**src/rtl/cmp_pkg.sv**
```systemverilog
package cmp_pkg;
  localparam int unsigned OFS_CTRL = 'h00;
  localparam int unsigned OFS_IE   = 'h10;
  localparam int unsigned OFS_FLAG = 'h14;
  localparam int unsigned OFS_CLR  = 'h18;
  localparam int unsigned CHAN_W   = 5;
  localparam int unsigned CHAN_NUM = 24;
  localparam int unsigned DB_W     = 2;
  localparam logic [DB_W-1:0] DB_BYPASS = '1;

  typedef struct packed {
    logic              en;
    logic              clk_sel;
    logic [DB_W-1:0]   db;
    logic              oe;
    logic              dir;
    logic [1:0]        ref_sel;
    logic [CHAN_W-1:0] chan;
  } ctrl_t;
endpackage

```
**src/rtl/cmp_sync.sv**
```systemverilog
module cmp_sync #(
  parameter int unsigned STAGES = 2
) (
  input  logic clk,
  input  logic rst_n,
  input  logic din,
  output logic dout
);
  logic [STAGES-1:0] st_q;
  logic [STAGES-1:0] st_d;

  generate
    if (STAGES == 1) begin : g_one
      assign st_d = din;
    end else begin : g_many
      assign st_d = {st_q[STAGES-2:0], din};
    end
  endgenerate

  always_ff @(posedge clk or negedge rst_n) begin
    if (!rst_n) st_q <= '0;
    else        st_q <= st_d;
  end

  assign dout = st_q[STAGES-1];
endmodule

```
**src/rtl/cmp_debounce.sv**
```systemverilog
module cmp_debounce
  import cmp_pkg::*;
(
  input  logic            clk,
  input  logic            rst_n,
  input  logic            en,
  input  logic            smp_en,
  input  logic [DB_W-1:0] db,
  input  logic            din,
  output logic            dout
);
  localparam int unsigned CNT_W = DB_W;

  logic             filt_q, filt_d;
  logic [CNT_W-1:0] cnt_q, cnt_d;
  logic [CNT_W-1:0] limit;
  logic [CNT_W-1:0] cnt_inc;
  logic             bypass;

  assign bypass  = (db == DB_BYPASS);
  assign limit   = CNT_W'(db) + CNT_W'(1);
  assign cnt_inc = cnt_q + CNT_W'(1);

  always_comb begin
    filt_d = filt_q;
    cnt_d  = cnt_q;
    if (!en) begin
      filt_d = 1'b1;
      cnt_d  = '0;
    end else if (bypass) begin
      filt_d = din;
      cnt_d  = '0;
    end else if (din == filt_q) begin
      cnt_d = '0;
    end else if (smp_en) begin
      if (cnt_inc >= limit) begin
        filt_d = din;
        cnt_d  = '0;
      end else begin
        cnt_d = cnt_inc;
      end
    end
  end

  always_ff @(posedge clk or negedge rst_n) begin
    if (!rst_n) begin
      filt_q <= 1'b1;
      cnt_q  <= '0;
    end else begin
      filt_q <= filt_d;
      cnt_q  <= cnt_d;
    end
  end

  assign dout = !en ? 1'b1 : (bypass ? din : filt_q);

  // without a sample enable the filtered value is held
  a_r4_hold_without_sample: assert property (@(posedge clk) disable iff (!rst_n)
    ($past(en && !bypass && !smp_en) && en) |-> $stable(filt_q));
endmodule

```
**src/rtl/cmp_regs.sv**
```systemverilog
module cmp_regs
  import cmp_pkg::*;
#(
  parameter int unsigned ADDR_W = 5,
  parameter int unsigned DATA_W = 32
) (
  input  logic              clk,
  input  logic              rst_n,
  input  logic              wr,
  input  logic [ADDR_W-1:0] addr,
  input  logic [DATA_W-1:0] wdata,
  input  logic              status,
  input  logic              flag,
  output ctrl_t             ctrl,
  output logic              ie,
  output logic              clr,
  output logic [DATA_W-1:0] rdata
);
  localparam logic [ADDR_W-1:0] A_CTRL = ADDR_W'(OFS_CTRL);
  localparam logic [ADDR_W-1:0] A_IE   = ADDR_W'(OFS_IE);
  localparam logic [ADDR_W-1:0] A_FLAG = ADDR_W'(OFS_FLAG);
  localparam logic [ADDR_W-1:0] A_CLR  = ADDR_W'(OFS_CLR);
  localparam int unsigned LOW_W = $bits(ctrl_t) - 1;
  localparam int unsigned PAD_W = DATA_W - 2 - LOW_W;

  ctrl_t ctrl_q, ctrl_d;
  logic  ie_q, ie_d;
  logic  unused_wbits;

  assign unused_wbits = ^wdata[DATA_W-2:LOW_W];

  always_comb begin
    ctrl_d = ctrl_q;
    ie_d   = ie_q;
    if (wr && addr == A_CTRL) ctrl_d = {wdata[DATA_W-1], wdata[LOW_W-1:0]};
    if (wr && addr == A_IE)   ie_d   = wdata[0];
  end

  always_ff @(posedge clk or negedge rst_n) begin
    if (!rst_n) begin
      ctrl_q <= '0;
      ie_q   <= 1'b0;
    end else begin
      ctrl_q <= ctrl_d;
      ie_q   <= ie_d;
    end
  end

  assign clr = wr && (addr == A_CLR) && wdata[0];

  always_comb begin
    rdata = '0;
    if (addr == A_CTRL)      rdata = {ctrl_q.en, {PAD_W{1'b0}}, status, ctrl_q[LOW_W-1:0]};
    else if (addr == A_IE)   rdata = {{(DATA_W-1){1'b0}}, ie_q};
    else if (addr == A_FLAG) rdata = {{(DATA_W-1){1'b0}}, flag};
  end

  assign ctrl = ctrl_q;
  assign ie   = ie_q;

  // a write to another offset leaves the control word unchanged
  a_r13_ctrl_only_by_offset: assert property (@(posedge clk) disable iff (!rst_n)
    !(wr && addr == A_CTRL) |=> $stable(ctrl_q));
endmodule

```
**src/rtl/cmp_edge_irq.sv**
```systemverilog
module cmp_edge_irq (
  input  logic clk,
  input  logic rst_n,
  input  logic en,
  input  logic status,
  input  logic dir,
  input  logic clr,
  input  logic ie,
  output logic flag,
  output logic irq
);
  logic armed_q, prev_q, flag_q, flag_d;
  logic hit;

  assign hit = armed_q && en &&
               (dir ? (prev_q && !status) : (!prev_q && status));

  always_comb begin
    flag_d = flag_q;
    if (hit)      flag_d = 1'b1;
    else if (clr) flag_d = 1'b0;
  end

  always_ff @(posedge clk or negedge rst_n) begin
    if (!rst_n) begin
      armed_q <= 1'b0;
      prev_q  <= 1'b1;
      flag_q  <= 1'b0;
    end else begin
      armed_q <= en;
      prev_q  <= status;
      flag_q  <= flag_d;
    end
  end

  assign flag = flag_q;
  assign irq  = flag_q && ie;

  // a clear with no edge empties the flag
  a_r8_clear_empties: assert property (@(posedge clk) disable iff (!rst_n)
    (clr && !hit) |=> !flag_q);
  // an edge sets the flag even with a clear in the same cycle
  a_r9_set_wins: assert property (@(posedge clk) disable iff (!rst_n)
    hit |=> flag_q);
  // the flag is sticky
  a_r6_flag_sticky: assert property (@(posedge clk) disable iff (!rst_n)
    (flag_q && !clr) |=> flag_q);
  // nothing is reported before the edge history is armed
  a_r7_no_edge_unarmed: assert property (@(posedge clk) disable iff (!rst_n)
    (!armed_q && !flag_q) |=> !flag_q);
endmodule

```
**src/rtl/cmp_cond_top.sv**
```systemverilog
module cmp_cond_top
  import cmp_pkg::*;
#(
  parameter int unsigned ADDR_W    = 5,
  parameter int unsigned DATA_W    = 32,
  parameter int unsigned SYNC_STGS = 2
) (
  input  logic              clk,
  input  logic              rst_n,
  input  logic              pclk_tick,
  input  logic              cmp_raw,
  input  logic              bus_wr,
  input  logic [ADDR_W-1:0] bus_addr,
  input  logic [DATA_W-1:0] bus_wdata,
  output logic [DATA_W-1:0] bus_rdata,
  output logic [CHAN_W-1:0] chan_sel,
  output logic              chan_ok,
  output logic [1:0]        ref_sel,
  output logic              ref_on,
  output logic              cmp_pin_oe,
  output logic              cmp_pin_out,
  output logic              irq
);
  ctrl_t ctrl;
  logic  ie, clr, flag, status, raw_s, smp_en;

  assign smp_en = ctrl.clk_sel || pclk_tick;

  cmp_regs #(.ADDR_W(ADDR_W), .DATA_W(DATA_W)) u_regs (
    .clk(clk), .rst_n(rst_n), .wr(bus_wr), .addr(bus_addr), .wdata(bus_wdata),
    .status(status), .flag(flag), .ctrl(ctrl), .ie(ie), .clr(clr), .rdata(bus_rdata)
  );

  cmp_sync #(.STAGES(SYNC_STGS)) u_sync (
    .clk(clk), .rst_n(rst_n), .din(cmp_raw), .dout(raw_s)
  );

  cmp_debounce u_db (
    .clk(clk), .rst_n(rst_n), .en(ctrl.en), .smp_en(smp_en), .db(ctrl.db),
    .din(raw_s), .dout(status)
  );

  cmp_edge_irq u_irq (
    .clk(clk), .rst_n(rst_n), .en(ctrl.en), .status(status), .dir(ctrl.dir),
    .clr(clr), .ie(ie), .flag(flag), .irq(irq)
  );

  assign chan_sel    = ctrl.en ? ctrl.chan : '0;
  assign chan_ok     = ctrl.en && (ctrl.chan < CHAN_W'(CHAN_NUM));
  assign ref_sel     = ctrl.ref_sel;
  assign ref_on      = ctrl.en;
  assign cmp_pin_oe  = ctrl.oe;
  assign cmp_pin_out = status;

  // a disabled comparator presents 1
  a_r5_disabled_is_one: assert property (@(posedge clk) disable iff (!rst_n)
    !ctrl.en |-> status);
endmodule

```
**config.mk**
```make
export PLATFORM = sky130hd
export DESIGN_NAME = cmp_cond_top
export DESIGN_NICKNAME = d
export VERILOG_FILES = /design/src/rtl/cmp_pkg.sv /design/src/rtl/cmp_sync.sv /design/src/rtl/cmp_debounce.sv /design/src/rtl/cmp_regs.sv /design/src/rtl/cmp_edge_irq.sv /design/src/rtl/cmp_cond_top.sv
export SDC_FILE = /design/constraint.sdc
export NUM_CORES = 1
export LEC_CHECK = 0
export BUFFER_PORTS_ARGS = -buffer_cell sky130_fd_sc_hd__buf_2
export CAP_MARGIN = 20
export CORE_UTILIZATION = 35
export CTS_CLUSTER_DIAMETER = 100
export DETAILED_ROUTE_END_ITERATION = 8
export PLACE_DENSITY = 0.67
export SLEW_MARGIN = 10
export SYNTH_ARGS = -nofsm -noshare
export SYNTH_HDL_FRONTEND = slang
export SYNTH_SLANG_ARGS = --single-unit
```
**constraint.sdc**
```tcl
create_clock -name clk -period 1.9 [get_ports clk]
set_input_delay 0.38 -clock clk [delete_from_list [all_inputs] [get_ports clk]]
set_output_delay 0.38 -clock clk [all_outputs]
set_load 0.01 [all_outputs]
```
# After elaboration in Yosys (flattened, before gate mapping)
# Cells that the tools add are included.
# classes
add_sub_neg	2
n_lt_le_gt_ge	2
eq_ne	9
n_mux	19
reduce_logical	16
# ops
operator	n
2-to-1 mux 32 bit	2
equality test 5 bit, second input constant	3
2-to-1 mux 1 bit	11
logical AND 1 bit	10
2-to-1 mux 2 bit	5
inequality test 3 x 2 -> 1 bit, second input constant	2
logical NOT 5 bit	1
less-than comparator 5 bit, second input constant	1
2-to-1 mux 5 bit	1
adder 2 x 1 -> 2 bit, second input constant	2
inequality test 4 x 2 -> 1 bit, second input constant	1
inequality test 3 x 1 -> 1 bit, second input constant	1
AND reduction 3 bit	1
equality test 2 bit, second input constant	1
>= comparator 2 bit	1
logical NOT 1 bit	2
nonzero test 2 bit	1
equality test 1 bit	1
logical OR 1 bit	1
# word_totals
regBits	22
output_inout_bits	44

# Longest topological paths before layout
# Gate-level depths: netlist of the first run.
# depth
depth_word	8
mapped_depth	6
depth_no_buf	6

# By module
# Synthesis of the first run repeated with hierarchy kept, for this count alone.
# unflattened
cells_unflattened	119
area_unflattened_um2	1358.8
# modules_own_cells
module	instances	cells_each	area_each_um2	seq_area_each_um2
cmp_regs	1	74	885.8	350.3
cmp_debounce	1	26	254.0	76.3
cmp_edge_irq	1	10	120.1	76.3
cmp_sync	1	2	50.0	50.0
cmp_cond_top	1	7	48.8	0.0

# Least setup slack after synthesis of the first run
# Ideal clock, no wire load.
# synth_path
path_kind	register to register
from	reg u_regs.ctrl_q (netlist bit u_regs.ctrl[9])
to	reg u_db.filt_q
setup_time_ns	0.086
arrival_ns	1.597
required_ns	1.814
slack_ns	0.217
stages_incl_launch_ff	7
path_buffers	0
synth_period_minus_slack_ns	1.683
path_cell_list	dfrtp_1 ha_1 inv_1 ha_1 a2111oi_2 o21bai_1 o41a_1
# synth_via
elab_chain_cells	4
elab_cells_between_ends	9
# synth_lines
element	line_no	text
start: declaration	cmp_regs.sv:26	ctrl_t ctrl_q, ctrl_d;
start signal: assignment	cmp_regs.sv:44	ctrl_q <= ctrl_d;
adder 2 x 1 -> 2 bit	cmp_debounce.sv:21	assign limit = CNT_W'(db) + CNT_W'(1);
>= comparator 2 bit	cmp_debounce.sv:36	if (cnt_inc >= limit) begin
inequality test 3 x 1 -> 1 bit (no line)	--	
AND reduction 3 bit (no line)	--	
end signal: assignment	cmp_debounce.sv:50	filt_q <= filt_d;
end: declaration	cmp_debounce.sv:14	logic filt_q, filt_d;
# Parallel ways exist; a longest one is shown, timed or not.
# A chain may end at the register's enable or synchronous reset.

# Worst setup path in the final report of the first run
# layout_path
from	reg u_regs.ctrl_q (netlist bit u_regs.ctrl[10])
to	out bus_rdata[12]
# layout_via
elab_chain_cells	4
# layout_lines
element	line_no	text
equality test 2 bit	cmp_debounce.sv:20	assign bypass = (db == DB_BYPASS);
2-to-1 mux 1 bit (2 in a row)	cmp_debounce.sv:55	assign dout = !en ? 1'b1 : (bypass ? din : filt_q);
2-to-1 mux 32 bit	cmp_regs.sv:53	if (addr == A_CTRL) rdata = {ctrl_q.en, {PAD_W{1'b0}}, status, ctrl_q[LOW_W-1:0]};
end: declaration	cmp_cond_top.sv:15	output logic [DATA_W-1:0] bus_rdata,
# No other way between the ends.

==> implementation parameters, run 1 <==
Parameter                              Value

Run status
  Result of the run    complete, no violations

Synthesis
  FFs w/ async S/R, synth    1.00
  Post-synthesis simple-gate area fraction    0.183
  Synth area leaders    sky130_fd_sc_hd__dfrtp_1, sky130_fd_sc_hd__mux2_4, sky130_fd_sc_hd__buf_4
  Number of flops mapped to enable cells by yosys    0
  Post-synthesis cell count    119
  Cell taking the most area after synthesis    sky130_fd_sc_hd__dfrtp_1
  Synth Area in XOR/XNOR    0.0130
  Total standard cell area after synthesis    1350 µm²
  Area share of the largest cell type after synthesis    0.372
  Yosys warnings    0
  Complex-gate fraction of the synthesized area    0.0623
  Dominant combinational cell family by area after synthesis    simple AND/OR/NAND/NOR gates
  Flip-flop and latch count after synthesis    22
  Sequential-to-total area share from yosys stat    0.411
  Multiplexer share of the synthesized area    0.163
  Mean Syn Cell Area    11.3 µm²
  Post-synthesis cell type count    33
  Share of synthesized cell area in full adder, half adder and majority cells    0.0279
  Leading register cell type out of synthesis    sky130_fd_sc_hd__dfrtp_1

GRT
  Number of antenna violations at the first check in global routing    0
  Vias in the first global route    901
  Global-route usage over all layers    0.134
  Final global-route overflow total    0
  Largest net degree at the start of global routing    23
  Global-route wire length before repair    approximately 4200 µm

Finish
  Commonest cells after routing, fill and taps aside    sky130_fd_sc_hd__buf_2, sky130_fd_sc_hd__dfrtp_1, sky130_fd_sc_hd__conb_1
  Leading cell type in the layout, fill and taps excluded    sky130_fd_sc_hd__buf_2
  Layout area overhead    25.0%
  Number of diodes added for antenna fixing    0
  Fin util    0.459
  Fraction of layout instances using a drive strength above 1    0.488
  Fill cell instance count of the final layout    roughly 340
  Net count reported at finish    between 200 and 250
  Area occupied by registers    around 550 µm²
  Total area of multi-input combinational cells    702 µm²
  Post-route insts no fill    220

Routing
  Per-cell via count in the routed design    about 4.6
  Final wirelength    ~2600 µm
  Detailed-route wire length per cell    ~12 µm
  Vias after detailed routing    roughly 1000
  Iteration-0 DRC Markers    22
  Length of the first detailed-routing pass in iterations    4
  Antenna-violating nets left    0
  Count of unresolved DRC violations after routing    0

Place
  Worst Setup Slack post-DPL    62.5 ps
  Number of input and output port buffers inserted    48
  Routability congestion estimate    approximately 0.7
  Post-placement cell count    about 210
  Detailed Place HPWL    between 1500 and 2000 µm

Floorplanning
  # IOs    86
  Die area    between 4000 and 5000 µm²
  Effective utilization at floorplan    0.367
  Die height    roughly 64 µm
  Area inside the core boundary    roughly 3700 µm²
  Width of the chip    around 64 µm
  Std-Cell Rows    22

Timing
  Hold_ws    68.6 ps
  Number of endpoints with negative hold slack in the final report    0
  Final setup violation count    0
  Maximum operating frequency    554 MHz
  Period minus WS final    between 1500 and 2000 ps
  Max Slew Vio Count    0
  Final cycle utilization of the critical path    0.949
  Clock skew after layout    ~3.3 ps
  Final WS setup    just under 100 ps

Critical path
  Cells along the critical path    ha_4 -> mux2i_1 -> nand2_2 -> and2_4 -> buf_2
  Data required time at the worst endpoint    approximately 1500 ps
  Max incr delay on CP    400 ps
  Worst Path Buf+Inv    1
  Kind of start point of the critical path    flip-flop
  Critical path class    reg2out
  Kind of end point of the critical path    primary output
  Slowest-stage cell, CP    sky130_fd_sc_hd__dfrtp_1
  Highest net fanout along the worst path    3
  Arrival time reported for the critical path endpoint    approximately 1400 ps
  Gate family responsible for the most delay along the worst path    flip-flops

Pwr
  Switching power as a share of total power    0.294
  Comb power frac    0.287
  Worst IR drop on VDD    between 400 and 500 µV
  P_int    ~0.95 mW
  PD cells    about 800 nW/µm²
  Leakage    about 0.94 nW
  Net switching power    0.394 mW
  Relative contribution of sequential cells to total power    0.468
  Clock network fraction of design power    0.245
  Overall power consumption    between 1 and 1.5 mW

Clocking
  CTS clk-pin slew, worst paths    around 80 ps
  Clock Path Buffers    2
  Library cell used as clock root buffer    sky130_fd_sc_hd__clkbuf_8
  CTS HTree Levels    1
  Quantity of hold-fixing buffers added after cts    0
  Clock tree from TritonCTS    yes
  Insertion delay to the later sink of the worst-skew pair    roughly 260 ps
  Number of buffers created by CTS    3
  Count of clock tree sinks    22

Job
  Max-capacitance violation count    0

Min path
  Min-delay worst type    in2async
==> worst reg2reg max path, delay by kind of cell, from the launching register on <==
kind	cells	cell delay, ps
AOI/OAI and AO/OA	2	590
and+or+nand+nor	2	280
buffers and inverters	2	180
adders and majority gates	1	270
DFF	1	390
==> cell families (layout without fill, tap and decap cells) <==
kind of cell,count (synthesis),in the layout
other,1,18
buffers and inverters,27,63
AOI/OAI and AO/OA,10,10
adders and majority gates,3,3
muxes,16,16
xor gates and xnor gates,2,2
and+or+nand+nor,38,38
DFF,22,22
==> power by group through the flow <==
stage	Sequential, mW	Clock [mW]	Combinational, mW
after floorplan	0.610	0	0.270
after global placement	0.634	0	0.332
after detailed placement	0.635	0	0.338
after CTS	0.630	0.340	0.356
after global routing	0.640	0.369	0.422
final	0.627	0.329	0.384
==> Yosys cell counts (3+ instances only) <==
cell type and count:
sky130_fd_sc_hd__buf_4 20, sky130_fd_sc_hd__dfrtp_1 20, sky130_fd_sc_hd__and3_1 12, sky130_fd_sc_hd__mux2_4 11, sky130_fd_sc_hd__and2_1 8, sky130_fd_sc_hd__nand2_1 4, sky130_fd_sc_hd__nor2_1 4, sky130_fd_sc_hd__clkbuf_1 3
sky130_fd_sc_hd__ha_1 3, sky130_fd_sc_hd__inv_1 3, sky130_fd_sc_hd__mux2_2 3
==> through the flow <==
| stage | setup TNS (ps) | instance area [µm²] |
|---|---|---|
| floorplan | 0 | 1410 |
| finish | 0 | 1680 |
| CTS | 0 | 1640 |
| detailed placement | 0 | 1560 |
| global placement | 0 | 1560 |
| global route | -52.4 | 1680 |
==> area by class of cell <==
cell class              count  share of cell area
repair buffers             56               0.179
inverters                   3             0.00670
well taps                  48              0.0357
flip-flops and latches     22               0.329
multi-input cells          87               0.417
clock buffers               4              0.0327
==> per-layer routing <==
metal / routed length, µm / part of all wire / vias up / GRT usage
li1: - / - / 484 / -
met1: 1150 / 0.44 / 474 / 0.170
met5: 0 / 0 / - / 0
met4: 40 / 0.015 / 0 / 0.0597
met2: 1170 / 0.45 / 53 / 0.215
met3: 229 / 0.088 / 4 / 0.0321
==> worst paths after layout <==
path / endpoint / cells past startpoint / startpoint / slack [ps]
setup / recovery: bus_rdata[12] / 5 / u_regs.ctrl[10] / 100
hold / removal: u_sync.st_q[0] / 1 / rst_n / 70
setup reg to reg: u_db.cnt_q[0] / 7 / u_regs.ctrl[9] / 120
hold reg to reg: u_sync.st_q[1] / 0 / u_sync.st_q[0] / 350
max in group asynchronous: u_irq.prev_q / 1 / rst_n / 1480
min in group clk: u_sync.st_q[0] / 1 / cmp_raw / 220
==> state kept, by name, indices dropped and copies added (netlist names) <==
register	cells
u_regs.ie	1
u_sync.st_q	2
u_db.cnt_q	2
u_irq.armed_q	1
u_irq.flag	1
u_regs.ctrl	13
u_db.filt_q	1
u_irq.prev_q	1
==> repair_timing <==
item                                    CTS  global route
cloned                                    0             0
gates resized for setup                   3             2
buffers inserted                          2             3
endpoints found under the setup margin    2             4
pin swaps                                 0             2
Power figures use the tool's default switching activity.
==> inputs of run 2 (changes only) <==
Settings changed: BUFFER_PORTS_ARGS -buffer_cell sky130_fd_sc_hd__buf_2 to unset, DONT_BUFFER_PORTS set to 1, PLACE_DENSITY 0.67 to 0.48.
==> run 2 against run 1 <==
- register-to-register slack better by 20 ps
- sequential share of layout area is 5.3 points higher
- first-iteration DRC count is 4.5% lower
- die area stayed put
- count of clock-buffer cells in the layout is 1 lower
- total power is 1.7% higher
==> implementation parameters, run 2 (synthesis gave the netlist of run 1 again) <==
Parameter                              Value

Finish
  Post-route insts no fill    170 (-23%)
  Leading cell type in the layout, fill and taps excluded    sky130_fd_sc_hd__dfrtp_1
  Commonest cells after routing, fill and taps aside    sky130_fd_sc_hd__dfrtp_1, sky130_fd_sc_hd__conb_1, sky130_fd_sc_hd__and3_1
  Largest register FFs    13 (unchanged)
  Net count reported at finish    168 (-23%)
  Post-route cell area    1450 µm² (-14%)
  Area occupied by registers    553 µm² (unchanged)
  Fill cell instance count of the final layout    361 (+4.9%)
  Layout area overhead    7.63%
  Fraction of layout instances using a drive strength above 1    0.254 (-0.234)
  Number of diodes added for antenna fixing    0 (unchanged)
  Fin util    0.395 (-0.0639)
  Total area of multi-input combinational cells    697 µm² (-0.71%)

Clocking
  Clock Path Buffers    2 (unchanged)
  Buffers inserted during post-CTS setup optimization    0 (-2)
  Library cell used as clock root buffer    sky130_fd_sc_hd__clkbuf_8
  CTS clk-pin slew, worst paths    80 ps (about the same)
  Number of buffers created by CTS    3 (unchanged)
  Clock tree from TritonCTS    yes
  Count of clock tree sinks    22 (unchanged)
  Insertion delay to the later sink of the worst-skew pair    260 ps (about the same)
  CTS HTree Levels    1 (unchanged)

Timing
  Final cycle utilization of the critical path    0.935 (-0.0143)
  Final setup violation count    0 (unchanged)
  Hold_ws    141 ps (+72.1 ps)
  Tightest slew margin relative to the limit    0.575
  RSZ-0062 raised after global routing    false
  Final WS setup    123 ps (+27.2 ps)
  Max Slew Vio Count    0 (unchanged)
  Setup Total Neg Slack    0 ps (unchanged)
  Maximum operating frequency    563 MHz (+1.5%)
  Period minus WS final    1780 ps (-27.2 ps)
  Actual transition at the worst max-transition pin    630 ps
  Clock skew after layout    1.13 ps (-2.15 ps)
  Number of endpoints with negative hold slack in the final report    0 (unchanged)

GRT
  Vias in the first global route    775 (-14%)
  Global-route usage over all layers    0.125 (-0.00909)
  Final global-route overflow total    0 (unchanged)
  Number of antenna violations at the first check in global routing    0 (unchanged)
  Largest net degree at the start of global routing    23 (unchanged)
  Global-route wire length before repair    3880 µm (-8.0%)

Floorplanning
  Area inside the core boundary    3660 µm² (unchanged)
  Die area    4090 µm² (unchanged)
  Effective utilization at floorplan    0.367 (unchanged)
  Die height    64.0 µm (unchanged)
  Std-Cell Rows    22 (unchanged)
  Width of the chip    64.0 µm (unchanged)
  # IOs    86 (unchanged)

Pwr
  Worst IR drop on VDD    369 µV (-25%)
  Relative contribution of sequential cells to total power    0.457 (-0.011)
  Net switching power    0.375 mW (-4.8%)
  Leakage    0.716 nW (-24%)
  PD cells    942 nW/µm² (+18%)
  P_int    0.988 mW (+4.4%)
  Comb power frac    0.225 (-0.062)
  Overall power consumption    1.36 mW (+1.7%)
  Switching power as a share of total power    0.275 (-0.0188)
  Clock network fraction of design power    0.318 (+0.073)

Routing
  Per-cell via count in the routed design    4.89 (+6.1%)
  Vias after detailed routing    832 (-18%)
  Detailed-route wire length per cell    14.8 µm (+26%)
  Length of the first detailed-routing pass in iterations    4 (unchanged)
  Final wirelength    2520 µm (-2.7%)
  Antenna-violating nets left    0 (unchanged)
  Count of unresolved DRC violations after routing    0 (unchanged)
  Iteration-0 DRC Markers    21 (-4.5%)

Critical path
  Critical path class    reg2out
  Arrival time reported for the critical path endpoint    1400 ps (-20 ps)
  Highest net fanout along the worst path    4 (+1)
  Data required time at the worst endpoint    1520 ps (about the same)
  Kind of start point of the critical path    flip-flop
  Kind of end point of the critical path    primary output

Place
  Area after DPL    1330 µm² (-15%)
  Worst Setup Slack post-DPL    65.8 ps (+3.31 ps)
  Post-placement cell count    164 (-22%)
  Number of input and output port buffers inserted    0 (-100%)
  Routability congestion estimate    0.664 (-2.4%)
  Detailed Place HPWL    1900 µm (-1.1%)

Run status
  Result of the run    complete, no violations

Min path
  Min-delay worst type    in2reg

Job
  Max-capacitance violation count    0 (unchanged)
==> run 2: cell count changes in the layout (fill, tap and decap cells not counted) <==
cell	before	now
sky130_fd_sc_hd__buf_2	48	0
sky130_fd_sc_hd__and2_4	1	0
sky130_fd_sc_hd__clkbuf_8	4	3
sky130_fd_sc_hd__nand2_2	2	1
sky130_fd_sc_hd__dlygate4sd3_1	0	1
sky130_fd_sc_hd__bufinv_16	0	1
sky130_fd_sc_hd__buf_8	0	1
sky130_fd_sc_hd__nand2_1	3	4
sky130_fd_sc_hd__and2_1	7	8
sky130_fd_sc_hd__buf_4	8	4
==> run 2: final timing paths <==
check / start / to / slack (ps) / depth (start not counted)
min in group asynchronous: rst_n / u_regs.ctrl[2] / 550 / 1
worst min-delay path: cmp_raw / u_sync.st_q[0] / 140 / 0
worst min register to register: u_sync.st_q[0] / u_sync.st_q[1] / 350 / 0
worst max register to register: u_regs.ctrl[9] / u_db.filt_q / 140 / 6
worst max-delay path: u_regs.ctrl[9] / bus_rdata[12] / 120 / 4
max in group asynchronous: rst_n / u_db.filt_q / 800 / 2
==> run 2: repair_timing <==
item,4_1_cts,5_1_grt
resized for setup,0,3
setup endpoints to repair,0,4
hold buffers,1,0
endpoints found under the hold margin,22,0
==> run 2: critical path, cell delays in order, from the launching register on <==
cell	delay [ps]
sky130_fd_sc_hd__dfrtp_1	440
sky130_fd_sc_hd__ha_4	200
sky130_fd_sc_hd__mux2i_1	190
sky130_fd_sc_hd__nand2_1	100
sky130_fd_sc_hd__and2_1	210
==> run 2: routing by layer <==
metal / vias to the layer above / track usage / part of all wire
li1: 377 / - / -
met1: 404 / 0.158 / 0.45
met2: 49 / 0.199 / 0.45
met5: - / 0 / 0
met4: 0 / 0.0256 / 0.0032
met3: 2 / 0.0500 / 0.094
==> run 2: layout make-up <==
cell class,count,share of cell area
well taps,48,0.0415
flip-flops and latches,22,0.382
inverters,3,0.00778
clock inverters,1,0.0207
clock buffers,3,0.0285
repair buffers,6,0.0380
multi-input cells,87,0.481
==> run 2: power groups by stage <==
stage,combinational [mW],sequential [mW],clock (mW)
after global routing,0.339,0.637,0.467
after CTS,0.288,0.621,0.450
after floorplan,0.270,0.610,0
after global placement,0.269,0.629,0
final,0.307,0.623,0.433
after detailed placement,0.277,0.629,0
